### src/rtl/seg_pkg.sv
package seg_pkg;
  // one 8 MB unit
  localparam int UNIT_SHIFT = 23;

  typedef struct packed {
    logic [7:0] hi;  // exclusive upper bound, 8 MB units
    logic [7:0] lo;  // inclusive lower bound, 8 MB units
  } seg_bounds_t;

  function automatic logic [31:0] seg_to_word(input seg_bounds_t b);
    return {b.hi, b.lo, 16'h0000};
  endfunction
endpackage

### src/rtl/seg_regfile.sv
module seg_regfile
  import seg_pkg::*;
#(
  parameter int         NUM_CS    = 3,
  parameter int         WIN_UNITS = 32,
  parameter logic [7:0] REG_BASE  = 8'h30
) (
  input  logic                     clk,
  input  logic                     rst,
  input  logic                     wr,
  input  logic                     rd,
  input  logic [7:0]               addr,
  input  logic [31:0]              wdata,
  output logic [31:0]              rdata,
  output seg_bounds_t [NUM_CS-1:0] bounds
);
  localparam logic [7:0] LIMIT = 8'(WIN_UNITS);

  logic [NUM_CS-1:0] slot_hit;
  logic              hi_ok;

  assign hi_ok = (wdata[31:24] <= LIMIT);

  for (genvar i = 0; i < NUM_CS; i++) begin : g_slot
    localparam logic [7:0] SLOT_ADDR = 8'(int'(REG_BASE) + 4 * i);
    assign slot_hit[i] = (addr == SLOT_ADDR);

    always_ff @(posedge clk) begin
      if (rst) begin
        bounds[i] <= '0;
      end else if (wr && slot_hit[i] && hi_ok) begin
        bounds[i].hi <= wdata[31:24];
        bounds[i].lo <= wdata[23:16];
      end
    end
  end

  logic [31:0] rd_mux;
  always_comb begin
    rd_mux = '0;
    for (int i = 0; i < NUM_CS; i++) begin
      if (slot_hit[i]) rd_mux = seg_to_word(bounds[i]);
    end
  end

  always_ff @(posedge clk) begin
    if (rst)     rdata <= '0;
    else if (rd) rdata <= rd_mux;
  end
endmodule

### src/rtl/seg_match.sv
module seg_match
  import seg_pkg::*;
#(
  parameter int NUM_CS = 3,
  parameter int ADDR_W = 28
) (
  input  seg_bounds_t [NUM_CS-1:0] bounds,
  input  logic [ADDR_W-1:0]        addr,
  output logic [NUM_CS-1:0]        hit
);
  localparam int UW = ADDR_W - UNIT_SHIFT;

  logic [7:0] unit;
  assign unit = 8'(addr[ADDR_W-1:UNIT_SHIFT]);

  for (genvar i = 0; i < NUM_CS; i++) begin : g_cmp
    // a closed window (lo >= hi) can never satisfy both compares
    assign hit[i] = (unit >= bounds[i].lo) && (unit < bounds[i].hi);
  end

  if (UW > 8) begin : g_bad_width
    initial $error("seg_match: ADDR_W too wide for 8-bit unit fields");
  end
endmodule

### src/rtl/seg_prio.sv
module seg_prio #(
  parameter int NUM_CS = 3,
  parameter int IDX_W  = 2
) (
  input  logic [NUM_CS-1:0] req,
  output logic [NUM_CS-1:0] gnt,
  output logic [IDX_W-1:0]  idx,
  output logic              any
);
  always_comb begin
    gnt = '0;
    idx = '0;
    for (int i = NUM_CS - 1; i >= 0; i--) begin
      if (req[i]) begin
        gnt    = '0;
        gnt[i] = 1'b1;
        idx    = IDX_W'(i);
      end
    end
  end
  assign any = |req;
endmodule

### src/rtl/seg_decoder.sv
module seg_decoder
  import seg_pkg::*;
#(
  parameter int         NUM_CS   = 3,
  parameter int         WIN_MB   = 256,
  parameter logic [7:0] REG_BASE = 8'h30,
  parameter int         ADDR_W   = $clog2(WIN_MB) + 20,
  parameter int         IDX_W    = (NUM_CS > 1) ? $clog2(NUM_CS) : 1
) (
  input  logic              clk,
  input  logic              rst,
  input  logic              reg_wr,
  input  logic              reg_rd,
  input  logic [7:0]        reg_addr,
  input  logic [31:0]       reg_wdata,
  output logic [31:0]       reg_rdata,
  input  logic              lk_valid,
  input  logic [ADDR_W-1:0] lk_addr,
  output logic              dec_valid,
  output logic [NUM_CS-1:0] dec_sel,
  output logic [IDX_W-1:0]  dec_idx,
  output logic [ADDR_W-1:0] dec_offset,
  output logic              dec_err
);
  localparam int WIN_UNITS = WIN_MB / 8;

  seg_bounds_t [NUM_CS-1:0] bounds;
  logic [NUM_CS-1:0]        hit;
  logic [NUM_CS-1:0]        gnt;
  logic [IDX_W-1:0]         idx;
  logic                     any;

  seg_regfile #(
    .NUM_CS   (NUM_CS),
    .WIN_UNITS(WIN_UNITS),
    .REG_BASE (REG_BASE)
  ) u_regs (
    .clk   (clk),
    .rst   (rst),
    .wr    (reg_wr),
    .rd    (reg_rd),
    .addr  (reg_addr),
    .wdata (reg_wdata),
    .rdata (reg_rdata),
    .bounds(bounds)
  );

  seg_match #(
    .NUM_CS(NUM_CS),
    .ADDR_W(ADDR_W)
  ) u_match (
    .bounds(bounds),
    .addr  (lk_addr),
    .hit   (hit)
  );

  seg_prio #(
    .NUM_CS(NUM_CS),
    .IDX_W (IDX_W)
  ) u_prio (
    .req(hit),
    .gnt(gnt),
    .idx(idx),
    .any(any)
  );

  // lower bound of the winning window, as a byte address
  logic [31:0] win_base;
  logic [31:0] off_full;
  always_comb begin
    win_base = '0;
    for (int i = 0; i < NUM_CS; i++) begin
      if (gnt[i]) win_base = 32'(bounds[i].lo) << UNIT_SHIFT;
    end
    off_full = 32'(lk_addr) - win_base;
  end

  always_ff @(posedge clk) begin
    if (rst) begin
      dec_valid  <= 1'b0;
      dec_sel    <= '0;
      dec_idx    <= '0;
      dec_offset <= '0;
      dec_err    <= 1'b0;
    end else begin
      dec_valid <= lk_valid;
      if (lk_valid) begin
        dec_sel    <= gnt;
        dec_idx    <= idx;
        dec_offset <= any ? off_full[ADDR_W-1:0] : '0;
        dec_err    <= ~any;
      end
    end
  end
endmodule

### config.mk
export PLATFORM = sky130hd
export DESIGN_NAME = seg_decoder
export DESIGN_NICKNAME = d
export VERILOG_FILES = /design/src/rtl/seg_pkg.sv /design/src/rtl/seg_regfile.sv /design/src/rtl/seg_match.sv /design/src/rtl/seg_prio.sv /design/src/rtl/seg_decoder.sv
export SDC_FILE = /design/constraint.sdc
export NUM_CORES = 1
export LEC_CHECK = 0
export BUFFER_PORTS_ARGS = -buffer_cell sky130_fd_sc_hd__buf_2
export CAP_MARGIN = 25
export CORE_ASPECT_RATIO = 1.4
export CORE_UTILIZATION = 50
export CTS_BUF_LIST = sky130_fd_sc_hd__clkbuf_4 sky130_fd_sc_hd__clkbuf_8
export DETAILED_ROUTE_END_ITERATION = 12
export GPL_ROUTABILITY_DRIVEN = 0
export GPL_TIMING_DRIVEN = 0
export PLACE_DENSITY = 0.81
export SLEW_MARGIN = 25
export SYNTH_ARGS = -nofsm -noshare
export SYNTH_HDL_FRONTEND = slang
export SYNTH_HIERARCHICAL = 1
export SYNTH_SLANG_ARGS = --single-unit
### constraint.sdc
create_clock -name clk -period 5.1 [get_ports clk]
set_input_delay 1.275 -clock clk [delete_from_list [all_inputs] [get_ports clk]]
set_output_delay 1.275 -clock clk [all_outputs]
set_load 0.02 [all_outputs]
==> out/summary.txt, run 1 <==
Status -> finished clean
Clock Skews -> 0.00853 ns
Drt drc -> 0
Synth-to-layout area growth -> 19.0%
Avg Vias per Cell -> 5.26
Nets -> 809
Final setup violation count -> 0
Sequence of cells on the critical path -> buf_2 -> ha_1 -> a211oi_1 -> o21ai_1 -> a211oi_2 -> nor2b_1 -> a22oi_1 -> o21ai_0 -> ha_1 -> inv_1 -> fa_1 -> and3_1 -> or3_4 -> a311o_1
Remaining Overflow, GRT -> 0
Critical path class -> input port to flip-flop
Critical path's top delay family -> compound AO/OA/AOI/OAI gates
Final worst path period share -> 0.911
Met2 WL -> 6600 um
Peak VDD IR -> 0.177 mV
Drt total wl -> 12,900 um
Most numerous cell in the Yosys netlist -> dfxtp_1
H-tree Lvls -> 3
Final core utilization -> 0.609
Synthesized flop and latch total -> 99
Worst min path class -> flip-flop to flip-flop
WL/cell -> 15.3 um
Post-synth cell types -> 43
R2R depth -> 14
Width of the die -> 89.0 um
CTS root buf -> clkbuf_8
Yosys top cell by area -> dfxtp_1
Fmax -> 215 MHz
Min-Delay Endpoint -> dec_offset[23]
Post-CTS Resized -> 0
Setup slack, reg-to-reg -> 1.11 ns
Met1 WL -> 5050 um
Vias -> 4,446
Post-DP Area -> 0.00605 mm2
Top sig layer -> met4
Ys async rst share -> 0
Initial antenna violation count -> 0
Clock slew at reported path FFs -> 0.09 ns
Die height -> 124 um
Synth area leaders -> dfxtp_1 (37%), mux2i_1 (12%), ha_1 (7.3%)
Cells after Synth -> 573
Clk sinks -> 99
Crit path buffers/inverters -> 2
Largest net degree at the start of global routing -> 16
Total iterations of the first detailed-routing run -> 4
Top Ports -> 140
TNS Setup -> 0 ns
# Max-Cap Violations -> 0
Layout cells sized above 1 -> 0.230
Fin crit period -> 4.64 ns
Post-synth top flop -> dfxtp_1
Syn Area/Cell -> 9.24 um2
Crit-path max cell delay -> 0.57 ns
Leakage -> 2.94 nW
Setup Fix Bufs, Post-CTS -> 0
Worst Path Arrival -> 4.90 ns
Clock Latency Late Sink -> 0.37 ns
Number of flops mapped to enable cells by yosys -> 0
CTS buffer count -> 9
Die Area -> 0.0110 mm2
Worst Setup Start Kind -> input port
CTS tree -> done
Hold Crit Depth -> 2
Std-Cell Rows -> 44
Hold_buf cts -> 0
Share of the synthesized area in the top cell type -> 0.374
Synth Cell Area -> 0.00530 mm2
Core area -> 0.0103 mm2
Dpl ws -> 0.0924 ns
# fillers -> 914
Final worst slack -> 0.456 ns
Worst endpoint required time -> 5.35 ns
Worst slew pin tran -> 0.621 ns
Commonest cells post-synth -> dfxtp_1 (99), mux2i_1 (63), nand2b_1 (60), nor2_1 (55)
GRT Util Overall -> 0.250
Initial drt markers -> 175
RSZ-0062 raised after global routing -> false
Seq/Total Area, Yosys -> 0.374
Crit-path most repeated cell -> ha_1
CP Max Fanout -> 9
Hpwl dp -> 9960 um
Initial Util -> 0.512
Hold Path Origin -> dec_offset[23]
PwrDens -> 258 mW/mm2
Critical path's slowest cell -> nor2b_1
Number of global-route vias before repair -> 4,482
Routed wl met3 -> 699 um
Yosys warning total -> 6
Post-route cell area -> 0.00630 mm2
FF-to-FF Start -> u_regs/bounds[27]
Hold_ws -> 0.474 ns
Port Buffer Count -> 105
Post-route ant nets -> 0
Clock buffer depth -> 2
Worst setup EP type -> flip-flop
Endpoints failing hold -> 0
Relative max-transition margin -> 0.585
First-pass GRT wire length -> 21,000 um
FF-to-FF End -> dec_offset[27]
Max Slew Vio Count -> 0
ANT cells -> 0
==> stage by stage <==
stage,instances,total power [W]
finish,846,0.00163
CTS,846,0.00164
global route,846,0.00170
global placement,831,0.00103
floorplan,588,0.000957
detailed placement,831,0.00103
==> logic make-up after synthesis <==
logic type	after synthesis	synth area share
DFF	99	0.374
adders and majority gates	32	0.0770
other	1	0.000708
AOI/OAI and AO/OA	100	0.128
buffers and inverters	77	0.0751
and+or+nand+nor	200	0.224
muxes	63	0.119
xor gates and xnor gates	1	0.00165
==> worst register-to-register path, stage by stage (launching register included) <==
cell	delay [ns]
dfxtp_1	0.37
inv_1	0.06
ha_1	0.30
a211oi_1	0.20
o21ai_1	0.11
a211oi_2	0.34
nor2b_1	0.57
a22oi_1	0.18
o21ai_0	0.19
ha_1	0.20
inv_1	0.06
fa_1	0.39
and3_1	0.22
or3_4	0.38
a311o_1	0.32
==> per-layer routing <==
metal  track usage  vias up
met3        0.0577       31
met2         0.446      159
met5             0        -
met1         0.270     2075
met4         0.135        0
li1              -     2181
==> cells in the final DEF, fill, tap and decap left out, drive strengths merged, types with 2 or more instances in the layout <==
cell     synthesis  final
a211oi          10     10
a21oi           47     47
a22oi            4      4
and2             2      2
and3             2      2
and3b            6      6
buf             29    134
bufinv           0      3
clkbuf          21     32
conb             1     16
dfxtp           99     99
ha              31     31
inv             27     27
mux2i           63     63
nand2b          60     60
nand3            2      2
nor2            55     55
nor2b           47     47
nor3             6      6
nor3b            8      8
nor4             3      3
o211ai           6      6
o21a             5      5
o21ai            9      9
o2bb2ai         16     16
or3              3      3
==> state kept, by name, indices dropped and copies added (netlist names) <==
signal and cells:
dec_idx 2, dec_err 1, u_regs/bounds 48, dec_sel 3, dec_valid 1, dec_offset 28
u_regs/rdata 16
==> worst max-delay path by stage <==
stage / startpoint / endpoint / slack [ns] / cells past startpoint
floorplan: lk_addr[26] / dec_offset[27] / 0.76 / 13
global placement: lk_addr[26] / dec_offset[27] / 0.18 / 14
detailed placement: lk_addr[26] / dec_offset[27] / 0.09 / 14
CTS: lk_addr[26] / dec_offset[27] / 0.48 / 14
global route: lk_addr[26] / dec_offset[27] / 0.26 / 14
finish: lk_addr[26] / dec_offset[27] / 0.46 / 14
==> area by class of cell <==
cell class	instances	area, um2	share of cell area
Inverter	27	101	0.0161
Clock inverter	4	97.6	0.0155
Tap cell	138	173	0.0274
Multi-Input combinational cell	412	2970	0.472
Clock buffer	11	151	0.0240
Timing Repair Buffer	105	526	0.0834
Sequential cell	99	1980	0.315
Buffer	50	297	0.0471
==> power breakdown <==
part           internal (W)  leakage (nW)  total, W  switching, W
registers          0.000788         0.801  0.000794    0.00000683
logic             0.0000908          2.02  0.000221      0.000130
clock network      0.000350         0.122  0.000610      0.000260
Note: power is estimated with default switching activity, not from simulation.
==> run 2: changes to the inputs <==
- CORE_MARGIN: not set -> 10
- SLEW_MARGIN: 25 -> 20
==> out/summary.txt, run 2 (synthesis gave the netlist of run 1 again) <==
Number of global-route vias before repair -> 4,737
Synth-to-layout area growth -> 18.1%
Max Slew Vio Count -> 0
Hold_buf cts -> 0
Total iterations of the first detailed-routing run -> 5
Post-route ant nets -> 0
Clock slew at reported path FFs -> 0.09 ns
Initial drt markers -> 256
Critical path class -> input port to flip-flop
First-pass GRT wire length -> 23,000 um
Initial Util -> 0.512
Vias -> 4,499
Met1 GRT Util -> 0.190
Critical Path Source -> lk_addr[26]
Crit-path most repeated cell -> ha_1
Die height -> 142 um
Top Ports -> 140
Drt drc -> 0
Width of the die -> 107 um
Setup Fix Bufs, Post-CTS -> 0
Worst min path class -> flip-flop to flip-flop
Leakage -> 2.92 nW
Register Area -> 0.00198 mm2
Met3 usage -> 0.0680
Min-Delay Endpoint -> dec_err
Crit path buffers/inverters -> 2
Critical path's top delay family -> compound AO/OA/AOI/OAI gates
Worst setup EP type -> flip-flop
Die Area -> 0.0152 mm2
TNS Setup -> 0 ns
Drt total wl -> 14,100 um
Most frequent cells in the layout -> buf_2 (111), dfxtp_1 (99), mux2i_1 (63)
Area of the multi-input gates -> 0.00297 mm2
Hold Path Origin -> dec_err
Clk sinks -> 99
FF-to-FF End -> dec_offset[27]
CTS tree -> done
Max reg flops -> 48
Std-Cell Rows -> 44
# Max-Cap Violations -> 0
Setup slack, reg-to-reg -> 1.12 ns
Fmax -> 215 MHz
Hold_ws -> 0.489 ns
Clock Skews -> 0.0104 ns
Clock Latency Late Sink -> 0.37 ns
R2R depth -> 14
Leading cell type in the layout, fill and taps excluded -> buf_2
Worst endpoint required time -> 5.36 ns
Final setup violation count -> 0
FF-to-FF Start -> u_regs/bounds[27]
Crit-path max cell delay -> 0.57 ns
CTS root buf -> clkbuf_8
Clock buffer depth -> 2
CP Max Fanout -> 9
Final worst path period share -> 0.912
RSZ-0062 raised after global routing -> false
Largest registers -> u_regs/bounds x48, dec_offset x28, u_regs/rdata x16
Worst Path Arrival -> 4.91 ns
Initial antenna violation count -> 0
Hpwl dp -> 11,200 um
Status -> finished clean
ANT cells -> 0
PwrDens -> 245 mW/mm2
GRT Util Overall -> 0.186
Layout cells sized above 1 -> 0.230
Hold Crit Depth -> 2
Peak VDD IR -> 0.197 mV
Core area -> 0.0103 mm2
H-tree Lvls -> 3
Endpoints failing hold -> 0
# fillers -> 921
Avg Vias per Cell -> 5.32
M2 GR Usage -> 0.327
CTS buffer count -> 9
Sequence of cells on the critical path -> buf_2 -> ha_1 -> a211oi_1 -> o21ai_1 -> a211oi_2 -> nor2b_1 -> a22oi_1 -> o21ai_0 -> ha_1 -> inv_1 -> fa_1 -> and3_1 -> or3_4 -> a311o_1
Busiest layer in global routing -> met2
Worst Setup Start Kind -> input port
Post-CTS Resized -> 0
Largest net degree at the start of global routing -> 15
Largest Register -> u_regs/bounds
Nets -> 809
WL/cell -> 16.6 um
Relative max-transition margin -> 0.556
Critical path's slowest cell -> nor2b_1
Fin crit period -> 4.65 ns
Remaining Overflow, GRT -> 0
Worst slew pin tran -> 0.660 ns
Port Buffer Count -> 105
[run 2: changes by cell type in the layout (fill, tap and decap cells not counted)]
cell,delta
bufinv_16,-2
clkinv_2,+1
clkbuf_4,+2
clkinvlp_4,-1
[run 2: through the flow]
stage / cells / worst slack [ns] / power (W) / util / instance area, um2
floorplan: 588 / 0.756 / 0.000957 / - / 5350
global placement: 831 / 0.160 / 0.00103 / 0.585 / 6050
detailed placement: 831 / 0.0753 / 0.00103 / 0.585 / 6050
CTS: 846 / 0.479 / 0.00155 / 0.604 / 6250
global route: 846 / 0.226 / 0.00160 / 0.604 / 6250
finish: 846 / 0.451 / 0.00153 / 0.604 / 6250
[run 2: cell type report]
cell class | count | share of cell area
Clock inverter | 2 | 0.00560
Buffer | 50 | 0.0474
Tap cell | 138 | 0.0276
Sequential cell | 99 | 0.317
Timing Repair Buffer | 105 | 0.0841
Clock buffer | 13 | 0.0266
Multi-Input combinational cell | 412 | 0.475
Inverter | 27 | 0.0162
[run 2: metal layers]
metal | up-vias | share of wire
met4 | 0 | 0.038
met1 | 2096 | 0.38
li1 | 2193 | -
met5 | - | 0
met3 | 36 | 0.090
met2 | 174 | 0.50
[run 2: worst max-delay path by stage]
stage / endpoint / cells past startpoint / slack [ns]
CTS: dec_offset[27] / 14 / 0.48
detailed placement: dec_offset[27] / 14 / 0.08
global route: dec_offset[27] / 15 / 0.23
floorplan: dec_offset[27] / 13 / 0.76
global placement: dec_offset[27] / 14 / 0.16
finish: dec_offset[27] / 14 / 0.45
[run 2: worst min-delay path, cell delays in order, from the launching register on]
cell     delay [ns]
dfxtp_1        0.32
nor2_1         0.08
nor3_1         0.05
[run 2: report_power, final]
part           internal, W  switching [W]
sequential        0.000788     0.00000674
clock             0.000262       0.000253
combinational    0.0000909       0.000132
